File: src/rtl/dir_pkg.sv
package dir_pkg;
  typedef enum logic [1:0] {Q_GETS = 2'd0, Q_GETM = 2'd1, Q_PUTS = 2'd2, Q_PUTM = 2'd3} req_e;
  typedef enum logic [2:0] {M_DATA = 3'd0, M_FWDS = 3'd1, M_FWDM = 3'd2,
                            M_INV = 3'd3, M_PACK = 3'd4} msg_e;
  typedef enum logic [1:0] {B_I = 2'd0, B_S = 2'd1, B_M = 2'd2, B_SD = 2'd3} bst_e;
endpackage

File: src/rtl/dir_store.sv
module dir_store import dir_pkg::*; #(
  parameter int NCACHE = 4,
  parameter int NBLK   = 16,
  parameter int DW     = 8,
  localparam int CW = $clog2(NCACHE),
  localparam int AW = $clog2(NBLK)
) (
  input  logic              clk,
  input  logic              rst,
  input  logic [AW-1:0]     ra_addr,
  output bst_e              ra_state,
  output logic [NCACHE-1:0] ra_sharers,
  output logic [CW-1:0]     ra_owner,
  output logic [DW-1:0]     ra_data,
  input  logic [AW-1:0]     rb_addr,
  output bst_e              rb_state,
  output logic [NCACHE-1:0] rb_sharers,
  output logic [CW-1:0]     rb_owner,
  input  logic              ent_we,
  input  logic [AW-1:0]     ent_waddr,
  input  bst_e              ent_wstate,
  input  logic [NCACHE-1:0] ent_wsharers,
  input  logic [CW-1:0]     ent_wowner,
  input  logic              dat_we,
  input  logic [AW-1:0]     dat_waddr,
  input  logic [DW-1:0]     dat_wdata
);
  bst_e              st_mem [NBLK];
  logic [NCACHE-1:0] sh_mem [NBLK];
  logic [CW-1:0]     ow_mem [NBLK];
  logic [DW-1:0]     dat_mem[NBLK];

  always_ff @(posedge clk) begin
    if (rst) begin
      for (int i = 0; i < NBLK; i++) begin
        st_mem[i]  <= B_I;
        sh_mem[i]  <= '0;
        ow_mem[i]  <= '0;
        dat_mem[i] <= '0;
      end
    end else begin
      if (ent_we) begin
        st_mem[ent_waddr] <= ent_wstate;
        sh_mem[ent_waddr] <= ent_wsharers;
        ow_mem[ent_waddr] <= ent_wowner;
      end
      if (dat_we) dat_mem[dat_waddr] <= dat_wdata;
    end
  end

  assign ra_state   = st_mem[ra_addr];
  assign ra_sharers = sh_mem[ra_addr];
  assign ra_owner   = ow_mem[ra_addr];
  assign ra_data    = dat_mem[ra_addr];
  assign rb_state   = st_mem[rb_addr];
  assign rb_sharers = sh_mem[rb_addr];
  assign rb_owner   = ow_mem[rb_addr];

  // a modified block is tracked by its owner pointer alone
  assert_m_no_sharers_R4: assert property (@(posedge clk) disable iff (rst)
    (ra_state == B_M) |-> (ra_sharers == '0));
  // a block waiting for owner data always names the parties
  assert_sd_has_sharers_R3: assert property (@(posedge clk) disable iff (rst)
    (rb_state == B_SD) |-> (rb_sharers != '0));
endmodule

File: src/rtl/inv_scan.sv
module inv_scan #(
  parameter int NCACHE = 4,
  localparam int CW = $clog2(NCACHE)
) (
  input  logic [NCACHE-1:0] vec,
  output logic [CW-1:0]     idx,
  output logic [NCACHE-1:0] pick
);
  always_comb begin
    idx = '0;
    for (int i = NCACHE - 1; i >= 0; i--) begin
      if (vec[i]) idx = CW'(i);
    end
  end
  assign pick = vec & (~vec + NCACHE'(1));
endmodule

File: src/rtl/dir_home_ctrl.sv
module dir_home_ctrl import dir_pkg::*; #(
  parameter int NCACHE = 4,
  parameter int NBLK   = 16,
  parameter int DW     = 8,
  localparam int CW = $clog2(NCACHE),
  localparam int AW = $clog2(NBLK),
  localparam int KW = $clog2(NCACHE + 1)
) (
  input  logic          clk,
  input  logic          rst,
  input  logic          req_valid,
  output logic          req_ready,
  input  logic [1:0]    req_type,
  input  logic [CW-1:0] req_src,
  input  logic [AW-1:0] req_addr,
  input  logic [DW-1:0] req_data,
  input  logic          wb_valid,
  input  logic [AW-1:0] wb_addr,
  input  logic [DW-1:0] wb_data,
  output logic          msg_valid,
  output logic [2:0]    msg_type,
  output logic [CW-1:0] msg_dst,
  output logic [CW-1:0] msg_req,
  output logic [AW-1:0] msg_addr,
  output logic [KW-1:0] msg_ackcnt,
  output logic [DW-1:0] msg_data
);
  bst_e              st_a, st_b, wst;
  logic [NCACHE-1:0] sh_a, sh_b, wsh;
  logic [CW-1:0]     own_a, own_b, wown;
  logic [DW-1:0]     dat_a;
  logic              ent_we, dat_we;
  logic [AW-1:0]     ent_waddr, dat_waddr;
  logic [DW-1:0]     dat_wdata;

  logic [NCACHE-1:0] pend_q, pend_d, pick;
  logic [CW-1:0]     inv_req_q, inv_idx;
  logic [AW-1:0]     inv_addr_q;
  logic              fanout, accept, wb_hit;
  logic [NCACHE-1:0] src_bit, own_bit, others;
  logic [KW-1:0]     others_cnt;

  logic          m_v;
  msg_e          m_t;
  logic [CW-1:0] m_dst, m_req;
  logic [AW-1:0] m_addr;
  logic [KW-1:0] m_ack;
  logic [DW-1:0] m_dat;

  dir_store #(.NCACHE(NCACHE), .NBLK(NBLK), .DW(DW)) u_store (
    .clk(clk), .rst(rst),
    .ra_addr(req_addr), .ra_state(st_a), .ra_sharers(sh_a), .ra_owner(own_a), .ra_data(dat_a),
    .rb_addr(wb_addr), .rb_state(st_b), .rb_sharers(sh_b), .rb_owner(own_b),
    .ent_we(ent_we), .ent_waddr(ent_waddr), .ent_wstate(wst), .ent_wsharers(wsh),
    .ent_wowner(wown), .dat_we(dat_we), .dat_waddr(dat_waddr), .dat_wdata(dat_wdata)
  );

  inv_scan #(.NCACHE(NCACHE)) u_scan (.vec(pend_q), .idx(inv_idx), .pick(pick));

  assign fanout    = |pend_q;
  assign req_ready = !fanout && !wb_valid && (st_a != B_SD);
  assign accept    = req_valid && req_ready;
  assign wb_hit    = wb_valid && (st_b == B_SD);
  assign src_bit   = NCACHE'(1) << req_src;
  assign own_bit   = NCACHE'(1) << own_a;
  assign others    = sh_a & ~src_bit;

  always_comb begin
    others_cnt = '0;
    for (int i = 0; i < NCACHE; i++) others_cnt = others_cnt + KW'(others[i]);
  end

  // directory entry and data updates
  always_comb begin
    ent_we    = 1'b0;
    ent_waddr = req_addr;
    wst       = st_a;
    wsh       = sh_a;
    wown      = own_a;
    dat_we    = 1'b0;
    dat_waddr = req_addr;
    dat_wdata = req_data;
    if (wb_hit) begin
      ent_we    = 1'b1;
      ent_waddr = wb_addr;
      wst       = B_S;
      wsh       = sh_b;
      wown      = own_b;
      dat_we    = 1'b1;
      dat_waddr = wb_addr;
      dat_wdata = wb_data;
    end else if (accept) begin
      unique case (req_e'(req_type))
        Q_GETS: begin
          ent_we = 1'b1;
          if (st_a == B_M) begin
            wst = B_SD;
            wsh = own_bit | src_bit;
          end else begin
            wst = B_S;
            wsh = sh_a | src_bit;
          end
        end
        Q_GETM: begin
          ent_we = 1'b1;
          wst    = B_M;
          wsh    = '0;
          wown   = req_src;
        end
        Q_PUTS: begin
          if (st_a == B_S) begin
            ent_we = 1'b1;
            wsh    = others;
            wst    = (others == '0) ? B_I : B_S;
          end
        end
        Q_PUTM: begin
          if (st_a == B_M && own_a == req_src) begin
            ent_we = 1'b1;
            dat_we = 1'b1;
            wst    = B_I;
            wown   = '0;
          end
        end
        default: ;
      endcase
    end
  end

  // outgoing message selection
  always_comb begin
    m_v    = 1'b0;
    m_t    = M_PACK;
    m_dst  = req_src;
    m_req  = req_src;
    m_addr = req_addr;
    m_ack  = '0;
    m_dat  = '0;
    pend_d = pend_q;
    if (fanout) begin
      m_v    = 1'b1;
      m_t    = M_INV;
      m_dst  = inv_idx;
      m_req  = inv_req_q;
      m_addr = inv_addr_q;
      pend_d = pend_q & ~pick;
    end else if (accept) begin
      m_v = 1'b1;
      unique case (req_e'(req_type))
        Q_GETS: begin
          if (st_a == B_M) begin
            m_t   = M_FWDS;
            m_dst = own_a;
          end else begin
            m_t   = M_DATA;
            m_dat = dat_a;
          end
        end
        Q_GETM: begin
          if (st_a == B_M) begin
            m_t   = M_FWDM;
            m_dst = own_a;
          end else begin
            m_t   = M_DATA;
            m_dat = dat_a;
            if (st_a == B_S) begin
              m_ack  = others_cnt;
              pend_d = others;
            end
          end
        end
        default: m_t = M_PACK;
      endcase
    end
  end

  always_ff @(posedge clk) begin
    if (rst) begin
      pend_q     <= '0;
      inv_req_q  <= '0;
      inv_addr_q <= '0;
      msg_valid  <= 1'b0;
      msg_type   <= '0;
      msg_dst    <= '0;
      msg_req    <= '0;
      msg_addr   <= '0;
      msg_ackcnt <= '0;
      msg_data   <= '0;
    end else begin
      pend_q    <= pend_d;
      if (accept) begin
        inv_req_q  <= req_src;
        inv_addr_q <= req_addr;
      end
      msg_valid  <= m_v;
      msg_type   <= m_t;
      msg_dst    <= m_dst;
      msg_req    <= m_req;
      msg_addr   <= m_addr;
      msg_ackcnt <= m_ack;
      msg_data   <= m_dat;
    end
  end

  // invalidations never go back to the writer
  assert_inv_not_requestor_R5: assert property (@(posedge clk) disable iff (rst)
    (msg_valid && msg_type == M_INV) |-> (msg_dst != msg_req));
  // a Data message announcing acks is followed at once by an invalidation
  assert_inv_follows_data_R5: assert property (@(posedge clk) disable iff (rst)
    (msg_valid && msg_type == M_DATA && msg_ackcnt != '0) |=>
      (msg_valid && msg_type == M_INV && msg_addr == $past(msg_addr)));
  // ack count cannot exceed the number of other caches
  assert_ack_bound_R5: assert property (@(posedge clk) disable iff (rst)
    (msg_valid && msg_type == M_DATA) |-> (msg_ackcnt < KW'(NCACHE)));
  // nothing is accepted while invalidations are still being issued
  assert_hold_in_fanout_R10: assert property (@(posedge clk) disable iff (rst)
    (msg_valid && msg_type == M_INV && msg_ackcnt == '0 && $past(pend_q) != $past(pick))
      |-> !req_ready);
endmodule

File: config.mk
export PLATFORM = sky130hd
export DESIGN_NAME = dir_home_ctrl
export DESIGN_NICKNAME = d
export VERILOG_FILES = /design/src/rtl/dir_pkg.sv /design/src/rtl/dir_store.sv /design/src/rtl/inv_scan.sv /design/src/rtl/dir_home_ctrl.sv
export SDC_FILE = /design/constraint.sdc
export NUM_CORES = 1
export LEC_CHECK = 0
export BUFFER_PORTS_ARGS = -buffer_cell sky130_fd_sc_hd__buf_4
export CORE_UTILIZATION = 45
export CTS_BUF_LIST = sky130_fd_sc_hd__clkbuf_16
export DETAILED_ROUTE_END_ITERATION = 8
export REMOVE_ABC_BUFFERS = 1
export SETUP_SLACK_MARGIN = 0.05
export SYNTH_ARGS = -nofsm -noshare
export SYNTH_HDL_FRONTEND = slang
export SYNTH_SLANG_ARGS = --single-unit
export TNS_END_PERCENT = 5
File: constraint.sdc
create_clock -name clk -period 7.9 [get_ports clk]
set_clock_uncertainty 0.2 [all_clocks]
set_input_delay 0.79 -clock clk [delete_from_list [all_inputs] [get_ports clk]]
set_output_delay 0.79 -clock clk [all_outputs]
set_load 0.02 [all_outputs]
== After elaboration in Yosys (flattened, before gate mapping) ==
Memories as Yosys holds them, arrays and structs flattened. A register that Yosys moved wholly into a read port is not among the register bits.
Index checks and enable logic that the tools add are counted.
Word-level totals
  memory bits (writable): 256
  output and inout bits: 24
  memories kept: 4
  register bits: 25
Memories
  u_store.dat_mem: depth 16, bits a word 8, rd ports 1, clocked after memory_dff 1, write ports 16, RTL line dir_store.sv:31  | logic [DW-1:0] dat_mem[NBLK];
  u_store.sh_mem: depth 16, bits a word 4, rd ports 2, clocked after memory_dff 0, write ports 16, RTL line dir_store.sv:29  | logic [NCACHE-1:0] sh_mem [NBLK];
  u_store.ow_mem: depth 16, bits a word 2, rd ports 2, clocked after memory_dff 0, write ports 16, RTL line dir_store.sv:30  | logic [CW-1:0] ow_mem [NBLK];
  u_store.st_mem: depth 16, bits a word 2, rd ports 2, clocked after memory_dff 0, write ports 16, RTL line dir_store.sv:28  | bst_e st_mem [NBLK];
Operators by class
  add/sub/neg operators: 4
  muxes and demuxes: 68
  eq/ne operators: 9
  reductions and logical operators: 22
  shift operators: 2
  bitwise gates (word level): 12
Operators by type and width (count)
  $mux W4: 16
  $mux W2: 21
  $mux W1: 23
  $mux W8: 2
  $reduce_or A8 Y1: 2
  $and A4 B4 Y4: 3
  $not A4 Y4: 3
  $pmux W4 S3: 1
  $reduce_or A9 Y1: 1
  $eq A2 B2 Y1 const B: 4
  $or A4 B4 Y4: 2
  $pmux W2 S4: 1
  $reduce_or A4 Y1: 2
  $shl A1 B2 Y4 const A: 2
  $pmux W3 S2: 1
  $reduce_bool A2 Y1: 3
  $reduce_or A2 Y1: 3
  $logic_and A1 B1 Y1: 5
  $reduce_or A5 Y1: 1
  $add A4 B1 Y4 const B: 1
  $eq A2 B1 Y1 const B: 2
  $logic_not A4 Y1: 1
  $ne A2 B2 Y1 const B: 2
  $not A1 Y1: 4
  other kinds (10): 11

== Logic depth before layout (Yosys ltp) ==
Gate-level depths: netlist of the first run.
  depth in word-level cells: 12
  mapped depth: 13

== Hierarchy ==
From an unflattened synthesis of the first run, not the netlist that was laid out.
Second synthesis, totals
  cells, all modules: 1073
  area total of the unflattened synthesis: 14556.5 um^2
Modules (own cells, without submodules)
  dir_store: cells each 817, times used 1, area each 12644.6 um^2
  dir_home_ctrl: cells each 247, times used 1, area each 1843.0 um^2
  inv_scan: cells each 9, times used 1, area each 68.8 um^2

== Worst setup path after synthesis of the first run ==
No wires, ideal clock.
  path kind: input to register
  start point: input req_addr[1]
  end point: memory u_store.ow_mem[12][0] in the netlist's numbering, enable pin
  setup time: 375 ps
  stages: 12
  path slack: 3798 ps
  data arrival time: 3528 ps
  data required time: 7325 ps
  cell sequence: buf_2 > inv_2 > buf_2 > mux4_2 > mux2i_4 > xnor2_1 > nand4_1 > a221oi_2 > buf_4 > nand2_2 > buf_2 > o21bai_1
RTL lines
  from (decl): RTL line dir_home_ctrl.sv:15  | input logic [AW-1:0] req_addr,
  to (decl): RTL line dir_store.sv:30

==> metrics.md, run 1 <==
| Metric | Value |
|---|---|
| Leakage | `roughly 5.6 nW` |
| Fraction of layout cells with a size suffix above 1 | `between 20% and 30%` |
| Full die area | `about 0.033 sq mm` |
| CP startpoint | `wb_addr[0]` |
| R2r startpoint | `u_store.st_mem[15][1]` |
| Hold buffers post-CTS | `0` |
| Synth area leaders | `edfxtp_1 52%, mux4_2 15%, nor2_1 6.0%` |
| Core area | `about 0.032 sq mm` |
| FFs w/ async S/R, synth | `0%` |
| Vias in the first global route | `around 9600` |
| Worst Path Required | `approximately 8 ns` |
| Final worst slack | `around 2.8 ns` |
| CTS tree | `done` |
| Post-Place Cell Area | `between 0.015 and 0.02 sq mm` |
| Critical path depth | `9` |
| # setup viols final | `0` |
| Global Route Usage Sum | `between 20% and 30%` |
| Port bufs | `55` |
| Fmax | `0.1958 GHz` |
| Synth cell types | `74` |
| Routability cong. | `0.9166` |
| Final Cycle Share | `about 65%` |
| Fin Setup TNS | `0 ns` |
| Reg2Reg Setup Slack | `around 3 ns` |
| H-tree levels | `1` |
| Final hold vios | `0` |
| Post-DRT Antenna Nets | `0` |
| Ys Warns | `0` |
| RSZ-0062 raised after global routing | `no` |
| Period minus WS final | `a little over 5 ns` |
| Postcts setup bufs | `0` |
| Critical Path Sink | `u_store.sh_mem[5][0]` |
| Drt first pass iters | `6` |
| DP Worst Slack | `approximately 2.3 ns` |
| Std-Cell Rows | `between 60 and 70` |
| Vias per cell | `roughly 6.3` |
| Max transition margin | `21.80%` |
| # nets final | `1178` |
| Clk_lat worst skew | `0.58 ns` |
| Critical path class | `input pin to register` |
| Worst-case reg-to-reg path depth | `8` |
| Area growth from synthesis to layout | `11.63%` |
| Worst Max-Slew Pin Slew | `~1.2 ns` |
| Via count | `around 10000` |
| CP delay by family, top | `simple AND/OR/NAND/NOR gates` |
| Post-Syn Area | `~0.015 sq mm` |
| # DRC | `0` |
| First-pass GRT wire length | `roughly 62 mm` |
| Post-synth EDFFs | `between 200 and 300` |
| Share of the synthesized area in the top cell type | `52.43%` |
| Hold Path Class | `register to register` |
| CTS root buf | `clkbuf_16` |
| Post-CTS Resized | `0` |
| Layout Cell Area excl Fill | `between 0.015 and 0.02 sq mm` |
| WL/cell | `26.22 um` |
| Main synth FF type | `edfxtp_1` |
| Die X | `approximately 180 um` |
| Num CTS Buffers | `31` |
| Max Root-Sink Buffers | `3` |
| Crit path cell chain | `buf_4 -> nor2b_1 -> a211oi_1 -> a21oi_1 -> o31a_1 -> nor2_2 -> mux2i_1 -> nand3_1 -> nand2b_1` |
| Largest net degree at the start of global routing | `64` |
| TritonCTS sink count | `roughly 290` |
| HPWL after DPL | `28.48 mm` |
| DRT iter0 DRCs | `~1300` |
| Sequential area share after synthesis | `between 50% and 60%` |
| I/O pin count | `56` |
| Status | `completed` |
| Pwr dens | `227.9 mW/mm^2` |
| Synth Area per Inst | `about 13 sq um` |
| Gr ovfl total | `0` |
| DIE HEIGHT | `182.5 um` |
| Largest area contributor in the synthesized netlist | `edfxtp_1` |
| Initial antenna violation count | `0` |
| CTS clk-pin slew, worst paths | `0.06 ns` |
| CP peak stage delay | `between 0.9 and 1 ns` |
| Final Slew Violations | `0` |
| Maximum Capacitance Violations | `0` |
| Core Util, Final | `between 50 and 60%` |
| N_diodes | `0` |
| Final WL | `41.96 mm` |
| Total power | `3.731 mW` |
| Worst-path maximum fanout | `between 40 and 50` |
| WP buf/inv | `1` |
| Mapped Cells | `roughly 1100` |
| Crit Reg-Reg Endpoint | `u_store.sh_mem[5][0]` |
| CP Launch Type | `input pin` |
| Seq cells post-synth | `approximately 290` |
| WP data arrival | `about 5.1 ns` |
| Slowest CP cell | `mux2i_1` |
| Initial Util | `46.11%` |
| IR Drop Worst-Case VDD | `between 150 and 200 uV` |
| Setup crit end kind | `register` |
## worst register-to-register path: stages (launching register included)
cell and delay (ns):
edfxtp_1 0.40, nand3_1 0.18, a31oi_1 0.30, a21oi_1 0.08, o31a_1 0.40, nor2_2 0.75
mux2i_1 0.98, nand3_1 0.54, nand2b_1 0.63
## layout by cell type (no fill, tap or decap), types with 5 or more instances in the layout
cell       count
nand3_1       26
nor3_1        30
a31o_1         7
edfxtp_1     256
dfxtp_1       33
clkbuf_16     31
clkinv_1       6
mux4_2        97
a31o_2         5
nor3b_1       17
a21oi_1       30
o21ai_0       15
buf_4         67
mux2i_1       31
a211oi_1       8
and3_1         8
nor2_1       235
bufinv_16      6
o21bai_1       9
mux2_2        14
a31oi_1       10
nor2b_1       14
nand2_1       82
inv_1          9
nand2b_1      16
## registers in the layout, summed over array words and instances (netlist names)
signal / flops
u_store.st_mem: 32
u_store.dat_mem: 128
u_store.sh_mem: 64
msg_ackcnt: 3
u_store.ow_mem: 32
inv_addr_q: 4
msg_dst: 2
msg_valid: 1
msg_addr: 4
msg_type: 3
msg_req: 2
msg_data: 8
inv_req_q: 2
pend_q: 4
## per-stage QoR
step                hold WS, ns  instances
floorplan                0.2305       1042
global placement         0.2436       1544
detailed placement       0.2465       1544
CTS                      0.2547       1600
global route             0.2757       1600
finish                   0.2519       1600
## cell usage after synthesis, types with 3 or more instances
master	count
buf_2	31
mux2_2	14
and3_1	8
buf_1	8
o211ai_1	4
nor3b_1	17
nand4b_1	4
a31oi_1	10
o2111ai_1	3
dfxtp_1	33
nand3b_2	4
nand3b_1	4
nor2_1	235
a21oi_1	31
mux2i_1	31
a31o_2	5
inv_1	6
nor4_1	4
a22oi_1	4
buf_6	3
nand3_2	4
nor3_1	30
edfxtp_1	256
a31o_1	7
mux4_2	97
ha_1	3
nand3_1	26
and2_1	4
o22ai_1	4
nor2b_1	14
nand2b_1	16
o21ai_0	15
o21bai_1	9
nand2_1	82
buf_4	12
a211oi_1	8
clkbuf_1	27
## worst min-delay path by stage
| stage | start | to | slack (ns) | cells after the start |
|---|---|---|---|---|
| final | inv_addr_q[0] | msg_addr[0] | 0.25 | 2 |
| after global routing | inv_req_q[0] | inv_req_q[0] | 0.28 | 2 |
| after CTS | inv_addr_q[2] | inv_addr_q[2] | 0.25 | 2 |
| after detailed placement | inv_addr_q[2] | inv_addr_q[2] | 0.25 | 2 |
| after global placement | inv_addr_q[3] | inv_addr_q[3] | 0.24 | 2 |
| after floorplan | inv_addr_q[0] | inv_addr_q[0] | 0.23 | 2 |
## power breakdown
group	total [mW]	internal [mW]	switching, mW
registers	1.75	1.72	0.0279
logic	0.460	0.161	0.299
clock network	1.53	0.906	0.619
total	3.73	2.79	0.946
## cells by family (layout without fill, tap and decap cells)
family                     Yosys count  after routing  synth area share, %
adders and majority gates            4              4               0.3926
xor gates and xnor gates             2              2               0.1195
DFF                                289            289                56.94
and+or+nand+nor                    467            467                14.73
buffers and inverters               89            131                3.004
AOI/OAI and AO/OA                  126            126                6.221
muxes                              146            146                18.60
## area by class of cell
class                   count  area, sq um
flip-flops and latches    289         8348
repair buffers             67        503.0
clock buffers              31        775.7
clock inverters            25        281.5
fillers                  2720        15430
multi-input cells         745         5884
well taps                 435        544.3
inverters                   8        30.03
## routing by layer
metal  share of wire [%]  track usage (%)  vias to the layer above
li1                    -                -                     4313
met1                  42            37.73                     5109
met2                  45            38.31                      598
met3                  12            5.807                       38
met4                 1.2            4.874                        0
met5                   0                0                        -
(Power assumes the default switching activity.)
==> run 2, diff against run 1 <==
clock period = 4.55 ns   (was 7.9 ns; I/O delays follow)
==> run 2 against run 1 <==
Net effect: final cell count rose by 2.1%; register-to-register slack got worse by 2.3 ns; largest power group unchanged; via count up 0.37%.
==> metrics.md, run 2 (same netlist as run 1, synthesis figures left out) <==
| Metric | Value |
|---|---|
| Die X | `roughly 180 um` |
| Leakage | `around 5.7 nW` |
| Most frequent cells in the layout | `256 x edfxtp_1, 235 x nor2_1, 103 x buf_4, 97 x mux4_2, 82 x nand2_1` |
| Post-DRT Antenna Nets | `0` |
| CTS root buf | `clkbuf_16` |
| Commonest non-fill, non-tap cell in the layout | `edfxtp_1` |
| Crit path cell chain | `a211oi_1 -> a31oi_1 -> o21ai_0 -> o31a_1 -> or2_2 -> a31o_2 -> buf_4 -> nand3_1 -> nand2b_1` |
| Worst Path Required | `roughly 4.6 ns` |
| Via count | `around 10000` |
| Reg2Reg Setup Slack | `around 0.74 ns` |
| First-pass GRT wire length | `roughly 63 mm` |
| Largest net degree at the start of global routing | `64` |
| I/O pin count | `56` |
| Critical Path Sink | `u_store.st_mem[2][1]` |
| CP Launch Type | `register` |
| Period minus WS final | `~3.8 ns` |
| WP data arrival | `between 3 and 4 ns` |
| Critical path class | `register to register` |
| CP delay by family, top | `compound AO/OA/AOI/OAI gates` |
| Drt first pass iters | `6` |
| Worst-path maximum fanout | `13` |
| Critical path depth | `9` |
| RSZ-0062 raised after global routing | `no` |
| Biggest regs | `u_store.dat_mem x128, u_store.sh_mem x64` |
| Num CTS Buffers | `30` |
| Max transition margin | `34.49%` |
| Fin Setup TNS | `0 ns` |
| Final WL | `roughly 42 mm` |
| Initial Util | `between 40% and 50%` |
| Routability cong. | `about 0.91` |
| CP startpoint | `u_store.st_mem[2][0]` |
| Hold buffers post-CTS | `0` |
| Global Route Usage Sum | `approximately 26%` |
| WP buf/inv | `1` |
| Max Root-Sink Buffers | `3` |
| Area growth from synthesis to layout | `12.78%` |
| Fraction of layout cells with a size suffix above 1 | `24.60%` |
| DIE HEIGHT | `182.5 um` |
| # nets final | `around 1200` |
| Setup crit end kind | `register` |
| Slowest CP cell | `nand2b_1` |
| HPWL after DPL | `29.63 mm` |
| R2r startpoint | `u_store.st_mem[2][0]` |
| Status | `completed` |
| Initial antenna violation count | `1` |
| Final hold vios | `0` |
| Hold slack final | `a little over 0.03 ns` |
| Gr ovfl total | `0` |
| Port bufs | `55` |
| Core area | `~0.032 sq mm` |
| Fmax | `between 0.2 and 0.3 GHz` |
| Std-Cell Rows | `between 60 and 70` |
| Worst Max-Slew Pin Slew | `about 0.98 ns` |
| Postcts setup bufs | `0` |
| Final Slew Violations | `0` |
| # DRC | `0` |
| N_diodes | `0` |
| Crit Reg-Reg Endpoint | `u_store.st_mem[2][1]` |
| H-tree levels | `1` |
| CTS clk-pin slew, worst paths | `about 0.06 ns` |
| Post-CTS Resized | `0` |
| Maximum Capacitance Violations | `0` |
| IR Drop Worst-Case VDD | `about 300 uV` |
| # setup viols final | `0` |
| CTS tree | `done` |
| Number of flip-flops in the largest register | `128` |
| Vias per cell | `6.178` |
| Pwr dens | `roughly 380 mW/mm^2` |
| Vias in the first global route | `9777` |
| Final Cycle Share | `between 80% and 90%` |
| TritonCTS sink count | `roughly 290` |
| WL/cell | `~26 um` |
| Full die area | `roughly 0.033 sq mm` |
| Hold Path Class | `input pin to register` |
| Worst-case reg-to-reg path depth | `9` |
| Largest register by flop count | `u_store.dat_mem` |
| CP peak stage delay | `about 0.47 ns` |
| DRT iter0 DRCs | `1243` |
| Clk_lat worst skew | `between 0.5 and 0.6 ns` |
-- run 2: cell types whose count changed in the layout (fill, tap and decap cells not counted), sizes merged --
cell      delta
buf         +37
bufinv       -3
clkbuf       -1
clkinv       +5
clkinvlp     -2
inv          -2
-- run 2: worst min path at each step --
stage | cells past startpoint | to | startpoint
3_5_place_dp | 2 | inv_addr_q[3] | inv_addr_q[3]
3_3_place_gp | 2 | inv_addr_q[3] | inv_addr_q[3]
4_1_cts | 3 | msg_req[1] | req_src[1]
6_report | 3 | msg_req[1] | req_src[1]
5_1_grt | 3 | inv_req_q[1] | req_src[1]
2_1_floorplan | 2 | inv_addr_q[0] | inv_addr_q[0]
-- run 2: power by group --
| group | internal [mW] | switching (mW) |
|---|---|---|
| Sequential | 2.98 | 0.0532 |
| Combinational | 0.304 | 0.521 |
| Clock | 1.36 | 1.03 |
| Total | 4.65 | 1.61 |
-- run 2: metal layers --
metal / global-route usage (%) / wire (um) / up-vias
li1: - / - / 4392
met1: 36.24 / 17800 / 5169
met2: 40.87 / 19640 / 456
met3: 4.291 / 3543 / 78
met4: 7.496 / 1223 / 0
met5: 0 / 0 / -
-- run 2: tightest hold or removal path, cell delays in order --
cell,delay [ns]
buf_4,0.17
nand2_1,0.07
a21oi_1,0.05
-- run 2: stage by stage --
step	area [sq um]	setup slack [ns]	instances	util (%)	power [mW]
floorplan	14250	0.4139	1042	-	3.516
global placement	15590	0.4875	1581	49.02	3.896
detailed placement	15590	0.4203	1581	49.02	3.902
CTS	16530	0.8443	1634	52.00	6.272
global route	16530	0.5986	1634	52.00	6.431
finish	16530	0.7444	1634	52.00	6.255
-- run 2: layout make-up --
cell class,count,area (sq um)
inverters,8,30.03
well taps,435,544.3
repair buffers,104,793.3
clock buffers,30,750.7
flip-flops and latches,289,8348
fillers,2675,15260
multi-input cells,745,5873
clock inverters,23,195.2
